--- config.mk ---
export PLATFORM = sky130hd
export DESIGN_NAME = led_matrix_scan
export DESIGN_NICKNAME = d
export VERILOG_FILES = /design/src/rtl/lms_pkg.sv /design/src/rtl/lms_tick_gen.sv /design/src/rtl/lms_scan_seq.sv /design/src/rtl/lms_pixel_pwm.sv /design/src/rtl/led_matrix_scan.sv
export SDC_FILE = /design/constraint.sdc
export NUM_CORES = 1
export LEC_CHECK = 0
export ABC_AREA = 0
export BUFFER_PORTS_ARGS = -buffer_cell sky130_fd_sc_hd__buf_4
export CELL_PAD_IN_SITES_DETAIL_PLACEMENT = 1
export CELL_PAD_IN_SITES_GLOBAL_PLACEMENT = 1
export CORE_ASPECT_RATIO = 0.9
export CORE_MARGIN = 1
export CORE_UTILIZATION = 48
export DETAILED_ROUTE_END_ITERATION = 8
export PLACE_DENSITY = 0.87
export SLEW_MARGIN = 10
export SYNTH_ARGS = -nofsm -noshare
export SYNTH_HDL_FRONTEND = slang
export SYNTH_SLANG_ARGS = --single-unit
--- constraint.sdc ---
create_clock -name clk -period 9.9 [get_ports clk]
set_input_delay 1.98 -clock clk [delete_from_list [all_inputs] [get_ports clk]]
set_output_delay 1.98 -clock clk [all_outputs]
set_load 0.05 [all_outputs]
--- src/rtl/lms_pkg.sv ---
package lms_pkg;

    typedef enum logic {
        PH_BLANK = 1'b0,
        PH_DRIVE = 1'b1
    } scan_phase_e;

    // Position of the enable bit for one LED in the packed enable vector:
    // two columns share a byte, the even column in the low nibble.
    function automatic int unsigned on_bit_pos(input int unsigned col, input int unsigned row);
        return (col / 2) * 8 + (col % 2) * 4 + row;
    endfunction

endpackage

--- src/rtl/lms_tick_gen.sv ---
module lms_tick_gen #(
    parameter int unsigned SYNC_STAGES = 2
) (
    input  logic clk,
    input  logic rst_n,
    input  logic ext_clk_i,
    input  logic sel_ext_i,
    output logic tick_o,
    output logic toggle_o
);

    localparam int unsigned MSB = SYNC_STAGES - 1;

    typedef struct packed {
        logic [SYNC_STAGES-1:0] sync;
        logic                   prev;
        logic                   tog;
    } tick_st_t;

    tick_st_t st_d, st_q;

    always_comb begin
        st_d      = st_q;
        st_d.sync = {st_q.sync[MSB-1:0], ext_clk_i};
        st_d.prev = st_q.sync[MSB];
        tick_o    = sel_ext_i ? (st_q.sync[MSB] & ~st_q.prev) : 1'b1;
        st_d.tog  = st_q.tog ^ tick_o;
    end

    always_ff @(posedge clk or negedge rst_n) begin
        if (!rst_n) begin
            st_q <= '0;
        end else begin
            st_q <= st_d;
        end
    end

    assign toggle_o = st_q.tog;

endmodule

--- src/rtl/lms_scan_seq.sv ---
module lms_scan_seq
    import lms_pkg::*;
#(
    parameter int unsigned N_COLS      = 4,
    parameter int unsigned PWM_BITS    = 8,
    parameter int unsigned BLANK_TICKS = 2
) (
    input  logic                       clk,
    input  logic                       rst_n,
    input  logic                       en_i,
    input  logic                       tick_i,
    output logic [$clog2(N_COLS)-1:0]  col_o,
    output logic                       drive_o,
    output logic [PWM_BITS-1:0]        cnt_o,
    output logic                       load_o
);

    localparam int unsigned COL_W    = $clog2(N_COLS);
    localparam logic [COL_W-1:0]    LAST_COL  = COL_W'(N_COLS - 1);
    localparam logic [PWM_BITS-1:0] LAST_PWM  = '1;
    localparam logic [PWM_BITS-1:0] LAST_GAP  = PWM_BITS'(BLANK_TICKS - 1);

    typedef struct packed {
        logic [COL_W-1:0]    col;
        scan_phase_e         phase;
        logic [PWM_BITS-1:0] cnt;
    } seq_st_t;

    seq_st_t st_d, st_q;

    always_comb begin
        st_d   = st_q;
        load_o = 1'b0;
        if (!en_i) begin
            st_d.col   = '0;
            st_d.phase = PH_BLANK;
            st_d.cnt   = '0;
            load_o     = 1'b1;
        end else if (tick_i) begin
            if (st_q.phase == PH_BLANK) begin
                if (st_q.cnt == LAST_GAP) begin
                    st_d.phase = PH_DRIVE;
                    st_d.cnt   = '0;
                end else begin
                    st_d.cnt = st_q.cnt + 1'b1;
                end
            end else if (st_q.cnt == LAST_PWM) begin
                st_d.phase = PH_BLANK;
                st_d.cnt   = '0;
                if (st_q.col == LAST_COL) begin
                    st_d.col = '0;
                    load_o   = 1'b1;
                end else begin
                    st_d.col = st_q.col + 1'b1;
                end
            end else begin
                st_d.cnt = st_q.cnt + 1'b1;
            end
        end
    end

    always_ff @(posedge clk or negedge rst_n) begin
        if (!rst_n) begin
            st_q <= '{col: '0, phase: PH_BLANK, cnt: '0};
        end else begin
            st_q <= st_d;
        end
    end

    assign col_o   = st_q.col;
    assign drive_o = (st_q.phase == PH_DRIVE);
    assign cnt_o   = st_q.cnt;

endmodule

--- src/rtl/lms_pixel_pwm.sv ---
module lms_pixel_pwm
    import lms_pkg::*;
#(
    parameter int unsigned N_COLS   = 4,
    parameter int unsigned N_ROWS   = 3,
    parameter int unsigned PWM_BITS = 8
) (
    input  logic                                 clk,
    input  logic                                 rst_n,
    input  logic                                 load_i,
    input  logic [((N_COLS+1)/2)*8-1:0]          on_i,
    input  logic [N_COLS*N_ROWS*PWM_BITS-1:0]    lvl_i,
    input  logic                                 en_i,
    input  logic [$clog2(N_COLS)-1:0]            col_i,
    input  logic                                 drive_i,
    input  logic [PWM_BITS-1:0]                  cnt_i,
    output logic [N_ROWS-1:0]                    row_o
);

    localparam int unsigned N_LED = N_COLS * N_ROWS;

    typedef struct packed {
        logic [N_LED-1:0]          on;
        logic [N_LED*PWM_BITS-1:0] lvl;
    } shadow_st_t;

    shadow_st_t st_d, st_q;
    logic       unused_pad;

    // Padding bits of the packed enable vector carry no function.
    assign unused_pad = ^on_i;

    always_comb begin
        st_d = st_q;
        if (load_i) begin
            for (int c = 0; c < int'(N_COLS); c++) begin
                for (int r = 0; r < int'(N_ROWS); r++) begin
                    st_d.on[c*N_ROWS + r] = on_i[on_bit_pos(c, r)];
                end
            end
            st_d.lvl = lvl_i;
        end
    end

    always_ff @(posedge clk or negedge rst_n) begin
        if (!rst_n) begin
            st_q <= '0;
        end else begin
            st_q <= st_d;
        end
    end

    for (genvar r = 0; r < N_ROWS; r++) begin : g_row
        logic [PWM_BITS-1:0] lvl_sel;
        logic                on_sel;
        always_comb begin
            lvl_sel = st_q.lvl[(int'(col_i)*N_ROWS + r)*PWM_BITS +: PWM_BITS];
            on_sel  = st_q.on[int'(col_i)*N_ROWS + r];
        end
        assign row_o[r] = en_i & drive_i & on_sel & (cnt_i < lvl_sel);
    end

endmodule

--- src/rtl/led_matrix_scan.sv ---
module led_matrix_scan #(
    parameter int unsigned N_COLS      = 4,
    parameter int unsigned N_ROWS      = 3,
    parameter int unsigned PWM_BITS    = 8,
    parameter int unsigned BLANK_TICKS = 2,
    parameter int unsigned SYNC_STAGES = 2,
    parameter int unsigned IMAX_W      = 3
) (
    input  logic                               clk,
    input  logic                               rst_n,
    input  logic                               ext_clk_i,
    input  logic                               clk_src_ext_i,
    input  logic                               clk_pin_dir_i,
    input  logic                               matrix_en_i,
    input  logic [((N_COLS+1)/2)*8-1:0]        led_on_i,
    input  logic [N_COLS*N_ROWS*PWM_BITS-1:0]  led_level_i,
    input  logic [IMAX_W-1:0]                  imax_i,
    output logic [N_COLS-1:0]                  col_sel_o,
    output logic [N_ROWS-1:0]                  row_on_o,
    output logic                               clk_pin_o,
    output logic                               clk_pin_oe_o,
    output logic [IMAX_W-1:0]                  imax_o
);

    localparam int unsigned COL_W = $clog2(N_COLS);

    logic                tick;
    logic [COL_W-1:0]    scan_col;
    logic                scan_drive;
    logic [PWM_BITS-1:0] scan_cnt;
    logic                shadow_load;

    lms_tick_gen #(
        .SYNC_STAGES (SYNC_STAGES)
    ) i_tick (
        .clk       (clk),
        .rst_n     (rst_n),
        .ext_clk_i (ext_clk_i),
        .sel_ext_i (clk_src_ext_i),
        .tick_o    (tick),
        .toggle_o  (clk_pin_o)
    );

    lms_scan_seq #(
        .N_COLS      (N_COLS),
        .PWM_BITS    (PWM_BITS),
        .BLANK_TICKS (BLANK_TICKS)
    ) i_seq (
        .clk     (clk),
        .rst_n   (rst_n),
        .en_i    (matrix_en_i),
        .tick_i  (tick),
        .col_o   (scan_col),
        .drive_o (scan_drive),
        .cnt_o   (scan_cnt),
        .load_o  (shadow_load)
    );

    lms_pixel_pwm #(
        .N_COLS   (N_COLS),
        .N_ROWS   (N_ROWS),
        .PWM_BITS (PWM_BITS)
    ) i_pix (
        .clk     (clk),
        .rst_n   (rst_n),
        .load_i  (shadow_load),
        .on_i    (led_on_i),
        .lvl_i   (led_level_i),
        .en_i    (matrix_en_i),
        .col_i   (scan_col),
        .drive_i (scan_drive),
        .cnt_i   (scan_cnt),
        .row_o   (row_on_o)
    );

    for (genvar c = 0; c < N_COLS; c++) begin : g_col
        assign col_sel_o[c] = matrix_en_i & scan_drive & (scan_col == COL_W'(c));
    end

    assign clk_pin_oe_o = clk_pin_dir_i & ~clk_src_ext_i;
    assign imax_o       = imax_i;

endmodule

==> metrics.csv, run 1 <==
metric;value;unit
number of clock sinks;123;
# hold bufs at CTS;0;
Switching Fraction;0.252;
first-pass GRT wire length;27800;µm
I/O Pins;133;
vias in the first global route;4973;
kind of cell adding the most delay to the critical path;compound AO/OA/AOI/OAI gates;
number of synthesized flops with an enable pin;0;
Detail Route Antenna Nets;0;
count of mapped cells out of synthesis;454;
main flop type after synthesis;sky130_fd_sc_hd__dfrtp_1;
total via count after detailed routing;4280;
unrepaired setup endpoints after global routing;no;
Req. time, crit path;7920;ps
post-DR wirelength/cell;22.4;µm
maximum number of pins on one net before global-route repair;82;
worst min-delay path class;reg -> reg;
CP max-delay cell;sky130_fd_sc_hd__dfrtp_2;
Worst Path Class, Setup;reg -> out;
final cycle utilization of the critical path;0.592;
net count after synthesis;604;
number of buffer and inverter stages on the critical path;3;
floorplan row count;39;
net load switching power;0.360;mW
die span in x;123;µm
Clock transition at path regs;60;ps
post-cts gate resize count;0;
startpoint of the lowest-slack hold path;i_tick.st_d[3]$_DFF_PN0_;
half-perimeter wire length of the detailed placement result;11100;µm
crit path setup slack, layout;4030;ps
CTS Buf Count;17;
slew at the pin closest to its max-slew limit;1010;ps
clock root buffer master;sky130_fd_sc_hd__clkbuf_16;
number of remaining DRC errors;0;
final number of setup-violating endpoints;0;
Logic pwr share;0.137;
die area;0.0136;mm²
pre-CTS setup slack;4410;ps
ordered cell list for the critical path;buf_4, mux4_2, inv_1, ha_1, a21o_1, a21oi_1, a21oi_1, a2111oi_0, buf_4;
count of maximum capacitance violations;0;
hold slack final;363;ps
placer congestion estimate;0.792;
Seq cells post-synth;123;
die height;111;µm
Starting DRT DRC Count;273;
Port Buf Inserts;122;
remaining global-route overflow;0;
ratio of total power to cell area;181;mW/mm²
sequential power share;0.414;
initial antenna violation count;0;
Slowest Stage Delay on Critical Path;630;ps
nature of the critical path endpoint;primary output;
Final Skew;10.3;ps
launch point of the worst reg-to-reg path;i_seq.cnt_o[1]$_DFFE_PN0P_;
detailed-routing iteration count for the pre-antenna-repair pass;6;
number of buffers inserted to repair setup after CTS;0;
kind of start point of the critical path;flop;
aggregate negative setup slack;0;ps
TritonCTS clock tree;built;
worst endpoint data arrival time;3890;ps
most frequent cells in the layout;sky130_fd_sc_hd__buf_4 (127), sky130_fd_sc_hd__dfrtp_1 (122), sky130_fd_sc_hd__mux2_2 (88);
most common cell after layout, fill and taps aside;sky130_fd_sc_hd__buf_4;
Cell Int Power;1.07;mW
maximum clock frequency;170;MHz
number of nets in the layout;726;
ratio of routed vias to standard cells;5.68;
level count of the clock H-tree;4;
Post-Syn Area per Cell;13.8;µm²
largest buffer count on any clock path;2;
Max VDD drop;0.000146;V
wire length after detailed routing;16900;µm
P_leak;3.58;nW
Seq/Total Area, Yosys;0.490;
Clock power frac;0.449;
clk_lat worst skew;420;ps
global-route total usage across every layer;0.279;
fraction of layout cells with a size suffix above 1;0.470;
effective utilization at floorplan;0.493;
area of the mapped netlist;0.00628;mm²
critical path startpoint;i_seq.col_o[0]$_DFFE_PN0P_;
number of max-slew violations in the final report;0;
Tmin final;5870;ps
antenna diode count;0;
signed area change from the synthesized netlist to the final layout;25.5;%
total count of hold-check failures in the final report;0;
placeable core region;0.0127;mm²
relative slew slack;0.329;
crit-path max FO;28;
warnings from Yosys;0;
Async SR Flop Fraction;1.00;
Unique masters post-synth;43;
status;complete, no violations;
per-stage QoR:
| stage | std cells | power (mW) | utilization | area [µm²] |
|---|---|---|---|---|
| floorplan | 454 | 0.706 | - | 6280 |
| CTS | 753 | 1.44 | 0.620 | 7890 |
| detailed placement | 721 | 0.790 | 0.572 | 7290 |
| global route | 753 | 1.49 | 0.620 | 7890 |
| global placement | 721 | 0.773 | 0.572 | 7290 |
| finish | 753 | 1.43 | 0.620 | 7890 |
power groups by stage:
stage	clock, mW	combinational [mW]	sequential, mW
after global routing	0.673	0.215	0.598
final	0.641	0.196	0.591
after detailed placement	0	0.193	0.596
after CTS	0.650	0.199	0.591
after floorplan	0	0.116	0.590
after global placement	0	0.183	0.591
path summary, 6_finish.rpt:
path / endpoint / slack (ps) / cells after the start
setup reg to reg: i_pix.st_q[66]$_DFFE_PN0P_ / 6950 / 6
max in group asynchronous: i_pix.st_q[14]$_DFFE_PN0P_ / 6920 / 2
min in group asynchronous: i_pix.st_q[15]$_DFFE_PN0P_ / 1560 / 1
hold / removal: i_tick.st_d[1]$_DFF_PN0_ / 360 / 0
setup / recovery: row_on_o[0] / 4030 / 9
hold reg to reg: i_tick.st_d[1]$_DFF_PN0_ / 360 / 0
kinds of logic after synthesis:
kind of cell / Yosys count / share of synthesized area
buffers and inverters: 56 / 0.0444
XOR/XNOR: 2 / 0.00279
AND/OR/NAND/NOR: 61 / 0.0492
multiplexers: 144 / 0.311
adder cells (fa/ha/maj): 29 / 0.0577
flip-flops: 123 / 0.490
AO/OA/AOI/OAI: 39 / 0.0456
Yosys cell counts (3+ instances only):
cell type	instances	area, µm²
sky130_fd_sc_hd__mux2_1	20	225
sky130_fd_sc_hd__nor2_1	9	33.8
sky130_fd_sc_hd__mux2_2	88	991
sky130_fd_sc_hd__a21oi_1	7	35.0
sky130_fd_sc_hd__nand2_1	14	52.6
sky130_fd_sc_hd__nand3_1	10	50.1
sky130_fd_sc_hd__a21o_1	7	52.6
sky130_fd_sc_hd__buf_4	11	82.6
sky130_fd_sc_hd__clkbuf_1	5	18.8
sky130_fd_sc_hd__nand2b_1	4	25.0
sky130_fd_sc_hd__and3_1	5	31.3
sky130_fd_sc_hd__ha_1	29	363
sky130_fd_sc_hd__mux4_2	30	676
sky130_fd_sc_hd__o21ai_0	6	30.0
sky130_fd_sc_hd__inv_1	32	120
sky130_fd_sc_hd__dfrtp_1	123	3080
sky130_fd_sc_hd__nor3_1	5	25.0
sky130_fd_sc_hd__mux2i_1	6	60.1
sky130_fd_sc_hd__nand4_1	5	31.3
sky130_fd_sc_hd__buf_2	4	20.0
sky130_fd_sc_hd__a22o_1	3	26.3
sky130_fd_sc_hd__buf_6	3	33.8
registers in the layout, indices dropped and copies added (netlist names):
name	flops
i_seq.col_o	2
i_tick.toggle_o	1
i_seq.drive_o	1
i_seq.cnt_o	8
i_tick.st_d	2
i_pix.st_q	108
i_tick.st_q	1
metal layers:
metal,track usage,share of wire
met5,0,0
met4,0.0992,0.019
met3,0.0847,0.071
met2,0.454,0.51
met1,0.349,0.40
area by class of cell:
cell class	instances	area (µm²)
clock inverters	10	140
clock buffers	22	464
flip-flops and latches	123	3080
well taps	164	205
repair buffers	127	953
multi-input cells	275	2930
fillers	1219	4850
inverters	32	120
Power figures use the tool's default switching activity.
==> run 2: changes to the inputs <==
- CORE_UTILIZATION: 48 -> 45
- PLACE_DENSITY: 0.87 -> 0.82
- clock period: 9.9 -> 5.6 ns (I/O delays scaled with it)
==> run 2 against run 1 <==
Against the previous run:
- clock power grew 61%
- worst hold slack lost 8.8 ps
- first-iteration DRC count shrank 33%
- core utilization shrank 3.5 points
- flip-flop and latch count is the same
- die area grew 6.5%
- clock-buffer cell count grew 3
- clock skew shrank 4.1 ps
- combinational power grew 79%
- cell count grew 0.80%
- critical path depth shrank 1
==> metrics.csv, run 2 (same netlist as run 1, synthesis figures left out) <==
metric;value;unit
status;complete, no violations;
worst endpoint data arrival time;3570;ps
Req. time, crit path;4480;ps
post-cts gate resize count;0;
unrepaired setup endpoints after global routing;no;
I/O Pins;133;
remaining global-route overflow;0;
crit-path max FO;25;
maximum number of pins on one net before global-route repair;68;
Biggest register;i_pix.st_q;
kind of start point of the critical path;flop;
Max VDD drop;0.000201;V
Worst Path Class, Setup;reg -> out;
hold slack final;354;ps
ratio of routed vias to standard cells;5.62;
ratio of total power to cell area;307;mW/mm²
count of maximum capacitance violations;0;
placer congestion estimate;0.860;
final number of setup-violating endpoints;0;
kind of cell adding the most delay to the critical path;flip-flops;
number of max-slew violations in the final report;0;
most common cell after layout, fill and taps aside;sky130_fd_sc_hd__buf_4;
CTS Buf Count;17;
TritonCTS clock tree;built;
nature of the critical path endpoint;primary output;
largest buffer count on any clock path;2;
Clock transition at path regs;50;ps
relative slew slack;0.366;
end-of-flow core utilization;0.585;
Tmin final;4690;ps
antenna diode count;0;
ordered cell list for the critical path;buf_4, inv_1, ha_1, mux4_2, or2_2, mux2i_1, nor3_1, buf_4;
die span in x;127;µm
aggregate negative setup slack;0;ps
post-layout total power;2.42;mW
signed area change from the synthesized netlist to the final layout;25.2;%
# hold bufs at CTS;0;
level count of the clock H-tree;4;
Detail Route Antenna Nets;0;
P_leak;3.57;nW
vias in the first global route;5033;
half-perimeter wire length of the detailed placement result;11200;µm
wire length after detailed routing;16600;µm
number of remaining DRC errors;0;
Slowest Stage Delay on Critical Path;970;ps
placeable core region;0.0135;mm²
total count of hold-check failures in the final report;0;
detailed-routing iteration count for the pre-antenna-repair pass;4;
number of buffer and inverter stages on the critical path;3;
initial antenna violation count;0;
worst min-delay path class;reg -> reg;
die height;114;µm
global-route total usage across every layer;0.253;
Final Skew;6.17;ps
maximum clock frequency;213;MHz
slew at the pin closest to its max-slew limit;947;ps
post-DR wirelength/cell;21.9;µm
effective utilization at floorplan;0.467;
total via count after detailed routing;4267;
clk_lat worst skew;420;ps
clock root buffer master;sky130_fd_sc_hd__clkbuf_16;
fraction of layout cells with a size suffix above 1;0.469;
CP max-delay cell;sky130_fd_sc_hd__dfrtp_2;
Starting DRT DRC Count;183;
number of buffers inserted to repair setup after CTS;0;
number of nets in the layout;728;
final cycle utilization of the critical path;0.837;
die area;0.0144;mm²
number of flip-flops under the largest register name;108;
first-pass GRT wire length;27200;µm
number of clock sinks;123;
most used cell along the critical path;sky130_fd_sc_hd__buf_4;
Port Buf Inserts;122;
most frequent cells in the layout;sky130_fd_sc_hd__buf_4 (128), sky130_fd_sc_hd__dfrtp_1 (122), sky130_fd_sc_hd__mux2_2 (88);
floorplan row count;40;
==> run 2: cell types whose count changed in the layout (fill, tap and decap cells not counted), sizes merged <==
cell      change
clkbuf        +3
buf           +2
bufinv        -2
clkinv        +1
clkinvlp      -1
inv           -1
==> run 2: report_power, final <==
group	total [mW]	switching, mW	internal (mW)	leakage (nW)
combinational	0.350	0.161	0.189	1.85
sequential	1.04	0.0638	0.979	1.45
clock	1.03	0.385	0.641	0.267
total	2.42	0.610	1.81	3.57
==> run 2: metal layers <==
metal,global-route usage,share of wire
met3,0.0631,0.057
met5,0,0
met2,0.447,0.52
met4,0.0964,0.021
met1,0.298,0.40
==> run 2: layout make-up <==
cell class,instances,area [µm²]
Clock buffer,25,485
Clock inverter,7,65.1
Fill cell,1295,5590
Inverter,32,120
Multi-Input combinational cell,275,2930
Sequential cell,123,3080
Tap cell,168,210
Timing Repair Buffer,129,981
==> run 2: path summary, 6_finish.rpt <==
check,from,end,slack [ps],cells after the start
min in group asynchronous,rst_n,i_pix.st_q[15]$_DFFE_PN0P_,820,1
setup / recovery,i_seq.col_o[0]$_DFFE_PN0P_,row_on_o[2],910,8
hold reg to reg,i_tick.st_d[3]$_DFF_PN0_,i_tick.st_d[1]$_DFF_PN0_,350,0
hold / removal,i_tick.st_d[3]$_DFF_PN0_,i_tick.st_d[1]$_DFF_PN0_,350,0
setup reg to reg,i_seq.cnt_o[1]$_DFFE_PN0P_,i_pix.st_q[3]$_DFFE_PN0P_,2290,6
max in group asynchronous,rst_n,i_pix.st_q[69]$_DFFE_PN0P_,3470,2
==> run 2: worst reg2reg max path: stages, from the launching register on <==
cell	delay, ps
sky130_fd_sc_hd__dfrtp_1	510
sky130_fd_sc_hd__ha_1	270
sky130_fd_sc_hd__nand3_1	230
sky130_fd_sc_hd__a2111o_1	560
sky130_fd_sc_hd__o21ai_4	770
sky130_fd_sc_hd__buf_4	440
sky130_fd_sc_hd__mux2_2	410
==> run 2: stage by stage <==
stage / std cells / setup WS (ps) / cell area, µm²
finish: 759 / 910 / 7870
global route: 759 / 671 / 7870
CTS: 759 / 854 / 7870
detailed placement: 727 / 1270 / 7320
global placement: 727 / 1350 / 7320
floorplan: 454 / 336 / 6290
==> run 3: changes to the inputs <==
- CORE_UTILIZATION: 45 -> 40
- PLACE_DENSITY: 0.82 -> 0.77
- clock period: 5.6 -> 3.9 ns (I/O delays scaled with it)
==> run 3 against run 2 <==
Against the previous run:
- sequential share of layout area shrank 1.1 points
- flip-flop and latch count is the same
- clock-buffer cell count fell by 7
- largest cell class unchanged
- die area up 12%
- critical path depth is 1 higher
- cell count rose by 5.1%
==> metrics.csv, run 3 (same netlist as run 1, synthesis figures left out) <==
metric;value;unit
ratio of routed vias to standard cells;5.31;
antenna diode count;0;
die area;0.0162;mm²
relative slew slack;0.293;
Tmin final;3720;ps
total count of hold-check failures in the final report;0;
TritonCTS clock tree;built;
effective utilization at floorplan;0.408;
signed area change from the synthesized netlist to the final layout;29.1;%
largest buffer count on any clock path;2;
die span in x;134;µm
worst setup slack for register-to-register paths;1030;ps
Clock transition at path regs;60;ps
first-pass GRT wire length;25500;µm
clk_lat worst skew;420;ps
area after detailed placement;0.00743;mm²
maximum clock frequency;269;MHz
number of nets in the layout;734;
maximum number of pins on one net before global-route repair;83;
Port Buf Inserts;122;
Biggest register;i_pix.st_q;
end-of-flow core utilization;0.527;
# hold bufs at CTS;0;
aggregate negative setup slack;0;ps
die height;121;µm
most frequent cells in the layout;sky130_fd_sc_hd__buf_4 (132), sky130_fd_sc_hd__dfrtp_1 (122), sky130_fd_sc_hd__mux2_2 (88);
count of maximum capacitance violations;0;
initial antenna violation count;0;
kind of cell adding the most delay to the critical path;compound AO/OA/AOI/OAI gates;
most common cell after layout, fill and taps aside;sky130_fd_sc_hd__buf_4;
most used cell along the critical path;sky130_fd_sc_hd__buf_4;
final cycle utilization of the critical path;0.953;
number of filler cells placed in the layout;1570;
clock root buffer master;sky130_fd_sc_hd__clkbuf_16;
post-route design area;0.00811;mm²
Req. time, crit path;3120;ps
hold slack final;353;ps
number of flip-flops under the largest register name;108;
number of buffer and inverter stages on the critical path;3;
placer congestion estimate;0.812;
worst endpoint data arrival time;2940;ps
P_leak;3.65;nW
number of clock sinks;123;
floorplan row count;43;
total via count after detailed routing;4236;
number of max-slew violations in the final report;0;
detailed-routing iteration count for the pre-antenna-repair pass;4;
placeable core region;0.0154;mm²
Max VDD drop;0.000327;V
level count of the clock H-tree;4;
Starting DRT DRC Count;181;
kind of start point of the critical path;flop;
worst min-delay path class;reg -> reg;
fraction of layout cells with a size suffix above 1;0.488;
number of remaining DRC errors;0;
footprint of the multi-input gates;0.00298;mm²
final number of setup-violating endpoints;0;
crit-path max FO;5;
nature of the critical path endpoint;primary output;
Worst Path Class, Setup;reg -> out;
CP max-delay cell;sky130_fd_sc_hd__mux4_2;
post-DR wirelength/cell;19.5;µm
status;complete, no violations;
ordered cell list for the critical path;buf_4, mux4_2, inv_1, ha_1, a21o_1, a21oi_1, o21ai_0, nor3_4, buf_4;
slew at the pin closest to its max-slew limit;1060;ps
wire length after detailed routing;15500;µm
Register Area;0.00308;mm²
Detail Route Antenna Nets;0;
I/O Pins;133;
Slowest Stage Delay on Critical Path;520;ps
ratio of total power to cell area;453;mW/mm²
global-route total usage across every layer;0.211;
remaining global-route overflow;0;
pre-CTS setup slack;306;ps
crit path setup slack, layout;182;ps
CTS Buf Count;17;
Final Skew;14.7;ps
half-perimeter wire length of the detailed placement result;11000;µm
unrepaired setup endpoints after global routing;no;
vias in the first global route;4788;
[run 3: cell count changes in the layout (fill, tap and decap cells not counted), sizes merged]
| cell | previous run | this run |
|---|---|---|
| bufinv | 1 | 4 |
| inv | 32 | 33 |
| clkbuf | 25 | 18 |
| buf | 129 | 135 |
| clkinv | 4 | 5 |
| clkinvlp | 2 | 3 |
[run 3: power by group]
part | leakage [nW] | internal (mW) | switching [mW]
clock network | 0.300 | 1.09 | 0.600
logic | 1.89 | 0.271 | 0.224
registers | 1.45 | 1.40 | 0.0882
total | 3.65 | 2.76 | 0.913
[run 3: path summary, 6_finish.rpt]
kind / cells past startpoint / end / startpoint
setup / recovery: 9 / row_on_o[2] / i_seq.col_o[0]$_DFFE_PN0P_
hold / removal: 0 / i_tick.st_d[1]$_DFF_PN0_ / i_tick.st_d[3]$_DFF_PN0_
setup reg to reg: 6 / i_pix.st_q[47]$_DFFE_PN0P_ / i_seq.cnt_o[1]$_DFFE_PN0P_
hold reg to reg: 0 / i_tick.st_d[1]$_DFF_PN0_ / i_tick.st_d[3]$_DFF_PN0_
max in group asynchronous: 2 / i_pix.st_q[95]$_DFFE_PN0P_ / rst_n
min in group asynchronous: 1 / i_pix.st_q[87]$_DFFE_PN0P_ / rst_n
[run 3: repair_timing]
action / in CTS / in global routing
hold endpoints to repair: 0 / 0
endpoints found under the setup margin: 2 / 2
pin swaps: 0 / 0
setup buffers: 0 / 4
gates resized for setup: 2 / 0
gates cloned: 0 / 0
[run 3: metrics by stage]
| step | instances | total power [mW] |
|---|---|---|
| finish | 798 | 3.68 |
| global route | 798 | 3.82 |
| CTS | 794 | 3.71 |
| detailed placement | 763 | 2.01 |
| global placement | 763 | 1.97 |
| floorplan | 454 | 1.80 |
[run 3: area by class of cell]
| cell class | count | area share |
|---|---|---|
| flip-flops and latches | 123 | 0.380 |
| repair buffers | 135 | 0.130 |
| well taps | 202 | 0.0311 |
| inverters | 32 | 0.0148 |
| clock buffers | 18 | 0.0541 |
| clock inverters | 13 | 0.0239 |
| multi-input cells | 275 | 0.367 |
[run 3: routing by layer]
| layer | track usage | wire length (µm) |
|---|---|---|
| met3 | 0.0764 | 1020 |
| met5 | 0 | 0 |
| met2 | 0.345 | 7680 |
| met1 | 0.260 | 6660 |
| met4 | 0.0653 | 182 |
